--- src/rtl/irq_prio_pkg.sv ---
package irq_prio_pkg;
    localparam logic [7:0] IDX_TPR = 8'h08;
    localparam logic [7:0] IDX_PPR = 8'h0A;
    localparam logic [7:0] IDX_SVR = 8'h0F;
    localparam logic [7:0] IDX_ISR = 8'h10;
    localparam logic [7:0] IDX_TMR = 8'h18;
    localparam logic [7:0] IDX_IRR = 8'h20;

    typedef enum logic [0:0] {
        ACK_IDLE = 1'b0,
        ACK_RESP = 1'b1
    } ack_state_e;

    typedef enum logic [1:0] {
        OUT_NONE  = 2'd0,
        OUT_SPUR  = 2'd1,
        OUT_TAKE  = 2'd2
    } ack_kind_e;
endpackage

--- src/rtl/prio_find.sv ---
module prio_find #(
    parameter int N  = 256,
    parameter int IW = $clog2(N)
) (
    input  logic [N-1:0]  bits,
    output logic          any,
    output logic [IW-1:0] idx
);
    always_comb begin
        any = 1'b0;
        idx = '0;
        for (int i = 0; i < N; i++) begin
            if (bits[i]) begin
                any = 1'b1;
                idx = IW'(i);
            end
        end
    end
endmodule

--- src/rtl/irq_vec_state.sv ---
module irq_vec_state #(
    parameter int NVEC = 256,
    parameter int IW   = $clog2(NVEC)
) (
    input  logic            clk,
    input  logic            rst_n,
    input  logic            init_i,
    input  logic            set_en,
    input  logic [IW-1:0]   set_idx,
    input  logic            set_lvl,
    input  logic            take_en,
    input  logic [IW-1:0]   take_idx,
    input  logic            eoi_en,
    input  logic [IW-1:0]   eoi_idx,
    output logic [NVEC-1:0] irr,
    output logic [NVEC-1:0] isr,
    output logic [NVEC-1:0] tmr
);
    localparam logic [NVEC-1:0] ONE = NVEC'(1);

    logic [NVEC-1:0] set_mask, take_mask, eoi_mask;

    always_comb begin
        set_mask  = set_en  ? (ONE << set_idx)  : '0;
        take_mask = take_en ? (ONE << take_idx) : '0;
        eoi_mask  = eoi_en  ? (ONE << eoi_idx)  : '0;
    end

    always_ff @(posedge clk or negedge rst_n) begin
        if (!rst_n) begin
            irr <= '0;
            isr <= '0;
            tmr <= '0;
        end else if (init_i) begin
            irr <= '0;
            isr <= '0;
            tmr <= '0;
        end else begin
            irr <= (irr & ~take_mask) | set_mask;
            isr <= (isr & ~eoi_mask) | take_mask;
            tmr <= set_lvl ? (tmr | set_mask) : (tmr & ~set_mask);
        end
    end

    p_dlv_sets_r2: assert property (@(posedge clk) disable iff (!rst_n)
        (set_en && !init_i) |=> (irr[$past(set_idx)] && (tmr[$past(set_idx)] == $past(set_lvl))));

    p_take_moves_r5: assert property (@(posedge clk) disable iff (!rst_n)
        (take_en && !init_i && !(set_en && set_idx == take_idx))
        |=> (isr[$past(take_idx)] && !irr[$past(take_idx)]));

    p_eoi_one_bit_r8: assert property (@(posedge clk) disable iff (!rst_n)
        (eoi_en && !take_en && !init_i) |=> ($countones(isr) == $past($countones(isr)) - 1));
endmodule

--- src/rtl/irq_ack_fsm.sv ---
module irq_ack_fsm
    import irq_prio_pkg::*;
#(
    parameter int IW = 8
) (
    input  logic          clk,
    input  logic          rst_n,
    input  logic          init_i,
    input  logic          ack_req,
    input  logic          enabled,
    input  logic          irr_any,
    input  logic [IW-1:0] irr_hi,
    input  logic [IW-1:0] tpr,
    input  logic [IW-1:0] spur_vec,
    output logic          take_en,
    output logic          ack_vld,
    output logic [IW-1:0] ack_vector,
    output logic          ack_none
);
    ack_state_e state_q, state_d;
    ack_kind_e  kind;

    always_comb begin
        if (!enabled || !irr_any)
            kind = OUT_NONE;
        else if (tpr != '0 && irr_hi <= tpr)
            kind = OUT_SPUR;
        else
            kind = OUT_TAKE;
    end

    always_comb begin
        state_d = state_q;
        unique case (state_q)
            ACK_IDLE: if (ack_req) state_d = ACK_RESP;
            ACK_RESP: state_d = ACK_IDLE;
        endcase
    end

    assign take_en = (state_q == ACK_IDLE) && ack_req && !init_i && (kind == OUT_TAKE);

    always_ff @(posedge clk or negedge rst_n) begin
        if (!rst_n)
            state_q <= ACK_IDLE;
        else if (init_i)
            state_q <= ACK_IDLE;
        else
            state_q <= state_d;
    end

    always_ff @(posedge clk or negedge rst_n) begin
        if (!rst_n) begin
            ack_vld    <= 1'b0;
            ack_vector <= '0;
            ack_none   <= 1'b0;
        end else if (init_i) begin
            ack_vld    <= 1'b0;
            ack_vector <= '0;
            ack_none   <= 1'b0;
        end else begin
            ack_vld <= (state_q == ACK_IDLE) && ack_req;
            if (state_q == ACK_IDLE && ack_req) begin
                unique case (kind)
                    OUT_NONE: begin ack_none <= 1'b1; ack_vector <= '0;       end
                    OUT_SPUR: begin ack_none <= 1'b0; ack_vector <= spur_vec; end
                    default:  begin ack_none <= 1'b0; ack_vector <= irr_hi;   end
                endcase
            end
        end
    end

    p_ack_one_cycle_r5: assert property (@(posedge clk) disable iff (!rst_n)
        ack_vld |=> !ack_vld);

    p_ack_follows_req_r5: assert property (@(posedge clk) disable iff (!rst_n)
        (ack_req && state_q == ACK_IDLE && !init_i) |=> ack_vld);

    p_none_when_off_r7: assert property (@(posedge clk) disable iff (!rst_n)
        (ack_req && state_q == ACK_IDLE && !init_i && !enabled) |=> ack_none);
endmodule

--- src/rtl/irq_prio_core.sv ---
module irq_prio_core
    import irq_prio_pkg::*;
#(
    parameter int NVEC   = 256,
    parameter int WORD_W = 32
) (
    input  logic        clk,
    input  logic        rst_n,
    input  logic        init_i,
    input  logic        dlv_valid,
    input  logic [7:0]  dlv_vector,
    input  logic        dlv_level,
    input  logic        ack_req,
    output logic        ack_vld,
    output logic [7:0]  ack_vector,
    output logic        ack_none,
    input  logic        eoi_i,
    input  logic        reg_wr,
    input  logic [7:0]  reg_addr,
    input  logic [31:0] reg_wdata,
    output logic [31:0] reg_rdata,
    output logic        irq_o
);
    localparam int IW    = $clog2(NVEC);
    localparam int WORDS = NVEC / WORD_W;
    localparam int WSEL  = $clog2(WORDS);
    localparam int CLS_W = 4;

    logic [IW-1:0]   tpr_q;
    logic [IW:0]     svr_q;
    logic [NVEC-1:0] irr, isr, tmr;
    logic            irr_any, isr_any;
    logic [IW-1:0]   irr_hi, isr_hi;
    logic [IW-1:0]   ppr;
    logic [CLS_W-1:0] isr_cls, tpr_cls;
    logic            take_en;
    logic            enabled;
    logic [WSEL-1:0] word;

    assign enabled = svr_q[IW];

    always_ff @(posedge clk or negedge rst_n) begin
        if (!rst_n) begin
            tpr_q <= '0;
            svr_q <= {1'b0, {IW{1'b1}}};
        end else if (init_i) begin
            tpr_q <= '0;
            svr_q <= {1'b0, {IW{1'b1}}};
        end else if (reg_wr) begin
            if (reg_addr == IDX_TPR) tpr_q <= reg_wdata[IW-1:0];
            if (reg_addr == IDX_SVR) svr_q <= reg_wdata[IW:0];
        end
    end

    prio_find #(.N(NVEC), .IW(IW)) u_irr_find (.bits(irr), .any(irr_any), .idx(irr_hi));
    prio_find #(.N(NVEC), .IW(IW)) u_isr_find (.bits(isr), .any(isr_any), .idx(isr_hi));

    irq_vec_state #(.NVEC(NVEC), .IW(IW)) u_state (
        .clk      (clk),
        .rst_n    (rst_n),
        .init_i   (init_i),
        .set_en   (dlv_valid),
        .set_idx  (dlv_vector),
        .set_lvl  (dlv_level),
        .take_en  (take_en),
        .take_idx (irr_hi),
        .eoi_en   (eoi_i && isr_any),
        .eoi_idx  (isr_hi),
        .irr      (irr),
        .isr      (isr),
        .tmr      (tmr)
    );

    irq_ack_fsm #(.IW(IW)) u_ack (
        .clk        (clk),
        .rst_n      (rst_n),
        .init_i     (init_i),
        .ack_req    (ack_req),
        .enabled    (enabled),
        .irr_any    (irr_any),
        .irr_hi     (irr_hi),
        .tpr        (tpr_q),
        .spur_vec   (svr_q[IW-1:0]),
        .take_en    (take_en),
        .ack_vld    (ack_vld),
        .ack_vector (ack_vector),
        .ack_none   (ack_none)
    );

    always_comb begin
        tpr_cls = tpr_q[IW-1 -: CLS_W];
        isr_cls = isr_any ? isr_hi[IW-1 -: CLS_W] : '0;
        ppr     = (tpr_cls >= isr_cls) ? tpr_q : {isr_cls, {(IW-CLS_W){1'b0}}};
    end

    assign irq_o = enabled && irr_any &&
                   ((ppr == '0) || (irr_hi[IW-1 -: CLS_W] > ppr[IW-1 -: CLS_W]));

    assign word = reg_addr[WSEL-1:0];

    always_comb begin
        reg_rdata = '0;
        if (reg_addr == IDX_TPR)
            reg_rdata = 32'(tpr_q);
        else if (reg_addr == IDX_PPR)
            reg_rdata = 32'(ppr);
        else if (reg_addr == IDX_SVR)
            reg_rdata = 32'(svr_q);
        else if (reg_addr[7:WSEL] == IDX_ISR[7:WSEL])
            reg_rdata = 32'(isr[int'(word)*WORD_W +: WORD_W]);
        else if (reg_addr[7:WSEL] == IDX_TMR[7:WSEL])
            reg_rdata = 32'(tmr[int'(word)*WORD_W +: WORD_W]);
        else if (reg_addr[7:WSEL] == IDX_IRR[7:WSEL])
            reg_rdata = 32'(irr[int'(word)*WORD_W +: WORD_W]);
    end

    p_ppr_floor_r3: assert property (@(posedge clk) disable iff (!rst_n)
        ppr[IW-1 -: CLS_W] >= tpr_q[IW-1 -: CLS_W]);

    p_init_values_r10: assert property (@(posedge clk) disable iff (!rst_n)
        init_i |=> (svr_q == {1'b0, {IW{1'b1}}} && tpr_q == '0 && irr == '0 && isr == '0));

    p_irq_needs_pending_r4: assert property (@(posedge clk) disable iff (!rst_n)
        (init_i || (!dlv_valid && irr == '0)) |=> !irq_o);
endmodule

--- config.mk ---
export PLATFORM = sky130hd
export DESIGN_NAME = irq_prio_core
export DESIGN_NICKNAME = d
export VERILOG_FILES = /design/src/rtl/irq_prio_pkg.sv /design/src/rtl/prio_find.sv /design/src/rtl/irq_vec_state.sv /design/src/rtl/irq_ack_fsm.sv /design/src/rtl/irq_prio_core.sv
export SDC_FILE = /design/constraint.sdc
export NUM_CORES = 2
export LEC_CHECK = 0
export ABC_CLOCK_PERIOD_IN_PS = 6300
export BUFFER_PORTS_ARGS = -buffer_cell sky130_fd_sc_hd__buf_4
export CAP_MARGIN = 20
export CORE_UTILIZATION = 34
export CTS_CLUSTER_DIAMETER = 200
export DETAILED_ROUTE_END_ITERATION = 8
export HOLD_SLACK_MARGIN = 0.05
export PLACE_DENSITY_LB_ADDON = 0.08
export SLEW_MARGIN = 20
export SYNTH_ARGS = -nofsm -noshare
export SYNTH_HDL_FRONTEND = slang
export SYNTH_SLANG_ARGS = --single-unit
--- constraint.sdc ---
create_clock -name clk -period 6.3 [get_ports clk]
set_input_delay 0.315 -clock clk [delete_from_list [all_inputs] [get_ports clk]]
set_output_delay 0.315 -clock clk [all_outputs]
set_load 0.01 [all_outputs]
==> results summary <==
The cell chosen for the clock root is sky130_fd_sc_hd__clkbuf_16. In this run the remaining antenna-violating nets after routing total 0. Summed over all layers, the routed wires come to 276000 um. The stage delay of the slowest cell on the critical path is 0.57 ns. In this run the register-to-register setup slack is 0.14 ns. The origin of the critical flop-to-flop path is u_state.irr[220]. The endpoint identified for the worst register-to-register timing path is u_state.irr[23]. The cell family with the largest share of critical-path delay is simple AND/OR/NAND/NOR gates.

The number of buffers inserted during clock tree synthesis came out at 99. The count of buffers added on input and output ports is 75. After detailed routing, the average wire length per cell comes to 37.3 um. The worst-case clock buffer depth came out at 3.

The area growth from synthesis to layout is 15.1%. The worst IR drop on VDD came out at 0.000217 V. The die covers 0.146 mm^2.

For this run, global-route usage on met3 was measured as 0.105. The sequential element share of the synthesized area is 0.405. Setup slack closes at 0.121 ns. The number of DRC markers after the initial detailed-route iteration came out at 6944. The level count of the clock H-tree came out at 3.

The final count of negative-setup-slack endpoints came out at 0. The number of cells on the worst hold path came out at 4. The clock period could shrink to 6.18 ns.

Walking the worst path, the cells encountered are or4_4 -> or4_4 -> or2_1 -> a2111oi_4 -> o21a_2 -> inv_2 -> ha_1 -> nand2b_1 -> a21o_1 -> a21o_1 -> a21oi_2 -> mux2_2 -> inv_1 -> ha_1 -> nor2b_1 -> o21ai_0 -> nand2b_1 -> a21oi_2 -> a41o_1 -> a21boi_4 -> buf_4. The count of maximum capacitance violations is 0. For the pin with the worst max-slew slack, the measured transition is 1.10 ns. The number of instances in the synthesized netlist is 5375. The power after layout came out at 12.7 mW. The number of max-slew violations in the final report came out at 0. Yosys attributes the largest share of cell area to sky130_fd_sc_hd__dfrtp_1, sky130_fd_sc_hd__mux4_2, sky130_fd_sc_hd__a21oi_1. The share of the synthesized area in the top cell type came out at 0.401.

The source-to-sink clock delay at the later pin of the worst-skew pair is 0.75 ns. The synthesized design contains 0 enable-type register cells. The path class of the tightest hold or removal check is in -> reg. STA puts the critical path data arrival time at 5.86 ns. STA classifies the critical path startpoint as a register. Summing all multi-input logic gate instances after layout gives 0.0275 mm^2. After global routing, the most crowded layer is met1. The floorplan die width came out at 382 um. The share of flip-flops with an asynchronous set or reset came out at 1.00. The wire-length estimate of the detail-placed layout is 197000 um. The total of fill cells in the finished design is 14.5k. The register clock-pin slew on the reported worst setup and hold paths is 0.06 ns.

The count of buffer and inverter cells on the critical path came out at 3. The global-route met2 utilization came out at 0.515. The register area came out at 0.0199 mm^2. After floorplanning, the core was divided into 139 placement rows. By startpoint and endpoint, the worst setup path is classified as reg -> out.

The post-detailed-route DRC marker count is 0. The number of synthesis warnings is 0. The largest fanout on the critical path came out at 6. The timing-limited maximum frequency is 162 MHz. The count of boundary I/O pins came out at 99. The met1 track demand over resource in global routing is 0.535. The placeable core region is 0.143 mm^2.

Counting every sink on the clock net gives 795. The part of the cycle the worst path needs is 0.981. STA classifies the critical path endpoint as an output port. The number of antenna violations at the first check in global routing is 22. Dividing total power by cell area gives a power density of 224 mW/mm^2. In this run, synthesis produced a sequential element count of 795.

Setup repair after global routing left no endpoint under its margin. TritonCTS built the clock tree. After synthesis, the mean cell area works out to 9.14 um^2. In the routed layout, each cell is associated on average with a via count of 6.84. The congestion estimate from routability-driven global placement came to 0.995. The mapped cell area is 0.0491 mm^2. The total via count in the routed design came out at 50.5k. The depth of the most critical reg-to-reg path is 13.

The length of the first detailed-routing pass in iterations is 6. On the final layout, the worst clock skew is 0.0452 ns. For hold timing, the worst endpoint is u_state.irr[59]. For this design the static power due to leakage is 22.3 nW. The top cell type by total area after synthesis is sky130_fd_sc_hd__dfrtp_1. Measured against its own limit, the worst slew margin works out to 0.264. The die is 382 um tall. The most used flip-flop cell after synthesis is sky130_fd_sc_hd__dfrtp_1. The synthesized netlist net count is 5447. The number of distinct library cell variants in the gate-level netlist after synthesis is 89. The via count of the first global-routing pass came out at 47.5k.

The aggregate global-route resource usage came out at 0.370. The number of nets in the layout is 5473. The run finished with clean final reports. The share of layout cells above drive strength 1 came out at 0.154.

The setup slack at placement is 0.131 ns. In this run the most critical hold path is launched from dlv_vector[7]. The most frequently used cell type in the post-synthesis netlist is sky130_fd_sc_hd__dfrtp_1.

The worst path required time came out at 5.98 ns. Tracing the worst setup path back leads to its startpoint at u_state.isr[159]. Among all stages on the critical path, the largest delay is contributed by sky130_fd_sc_hd__or4_4.

The starting utilization of the core area is 0.342. The global-route wire length before repair is 387000 um. The hold violation total from the final report was 0. The maximum number of pins on one net before global-route repair came out at 161. The commonest cells after synthesis are sky130_fd_sc_hd__dfrtp_1, sky130_fd_sc_hd__nand2_1, sky130_fd_sc_hd__a21oi_1. The overall overflow remaining after global route is 0.
## report_power, final
group	internal [mW]	leakage, nW	switching (mW)
clock	3.42	1.60	2.56
combinational	0.309	9.58	1.26
sequential	5.11	11.1	0.00960
## metrics by stage
step	std cells	utilization	instance area (um^2)	hold slack, ns	setup TNS, ns
2_1_floorplan	5375	-	49100	0.0194	0
3_3_place_gp	7186	0.369	53000	0.360	-0.0165
3_5_place_dp	7187	0.369	53000	0.358	0
4_1_cts	7378	0.393	56400	0.0606	0
5_1_grt	7380	0.394	56500	0.152	0
6_report	7382	0.394	56500	0.114	0
## worst max path at each step
stage / end / slack (ns) / cells past startpoint
after floorplan: irq_o / 1.21 / 20
after detailed placement: u_state.irr[17] / 0.13 / 19
after global routing: irq_o / 0.005 / 21
after global placement: u_state.irr[178] / -0.02 / 15
final: irq_o / 0.12 / 21
after CTS: u_state.irr[80] / 0.09 / 19
## worst reg2reg max path: stages, from the launching register on
cell and delay, ns:
sky130_fd_sc_hd__dfrtp_1 0.42, sky130_fd_sc_hd__nor4_1 0.75, sky130_fd_sc_hd__nand4_1 0.36, sky130_fd_sc_hd__nor4_2 0.93, sky130_fd_sc_hd__nand2_1 0.43, sky130_fd_sc_hd__ha_1 0.43
sky130_fd_sc_hd__and3_1 0.20, sky130_fd_sc_hd__a21boi_0 0.18, sky130_fd_sc_hd__o31a_1 0.27, sky130_fd_sc_hd__o21bai_1 0.19, sky130_fd_sc_hd__or3_1 0.41, sky130_fd_sc_hd__nand2b_1 0.30
sky130_fd_sc_hd__nor2_2 0.87, sky130_fd_sc_hd__a311oi_1 0.23
## state kept, by name, summed over array words and instances (netlist names)
register          flops
u_state.isr         256
u_ack.ack_none        1
u_ack.ack_vector      8
u_state.irr         256
u_state.tmr         256
tpr_q                 8
svr_q                 9
u_ack.ack_vld         1
## placed cells by master, fill, tap and decap left out, drive strengths merged, types with 48 or more instances in the layout
cell	Yosys	routed
o22ai	68	68
o21ai	347	347
o311ai	109	109
nor3	169	169
nor4	166	166
nand2	592	592
inv	137	139
nand3	190	190
or4	49	49
nand4	48	48
dfrtp	787	787
mux2i	141	141
a311oi	158	158
clkbuf	380	150
nor2	446	446
o32ai	52	52
nor3b	63	63
mux4	196	196
a21oi	556	556
buf	45	337
## area by class of cell
| class | count | area share |
|---|---|---|
| tap | 1903 | 0.0421 |
| clock buffer | 150 | 0.0516 |
| clock inverter | 27 | 0.00589 |
| sequential | 795 | 0.352 |
| multi-input combinational | 4017 | 0.487 |
| antenna | 2 | 0.0000885 |
| inverter | 138 | 0.00930 |
| timing repair buffer | 350 | 0.0521 |
## kinds of logic after synthesis
group	synth area share
multiplexers	0.125
flip-flops	0.405
buffers and inverters	0.0431
adder cells (fa/ha/maj)	0.00408
AND/OR/NAND/NOR	0.195
AO/OA/AOI/OAI	0.227
## per-layer routing
| metal | up-vias | wire length, um |
|---|---|---|
| li1 | 20800 | - |
| met1 | 26100 | 118000 |
| met2 | 3041 | 114000 |
| met3 | 497 | 31500 |
| met4 | 14 | 12100 |
| met5 | - | 94 |
## timing repair
action	CTS	global route
buffers inserted	1	2
endpoints found under the setup margin	1	118
gates resized for setup	4	19
hold endpoints to repair	137	0
pin swaps	0	1
hold buffers	13	0
Note: power is estimated with default switching activity, not from simulation.
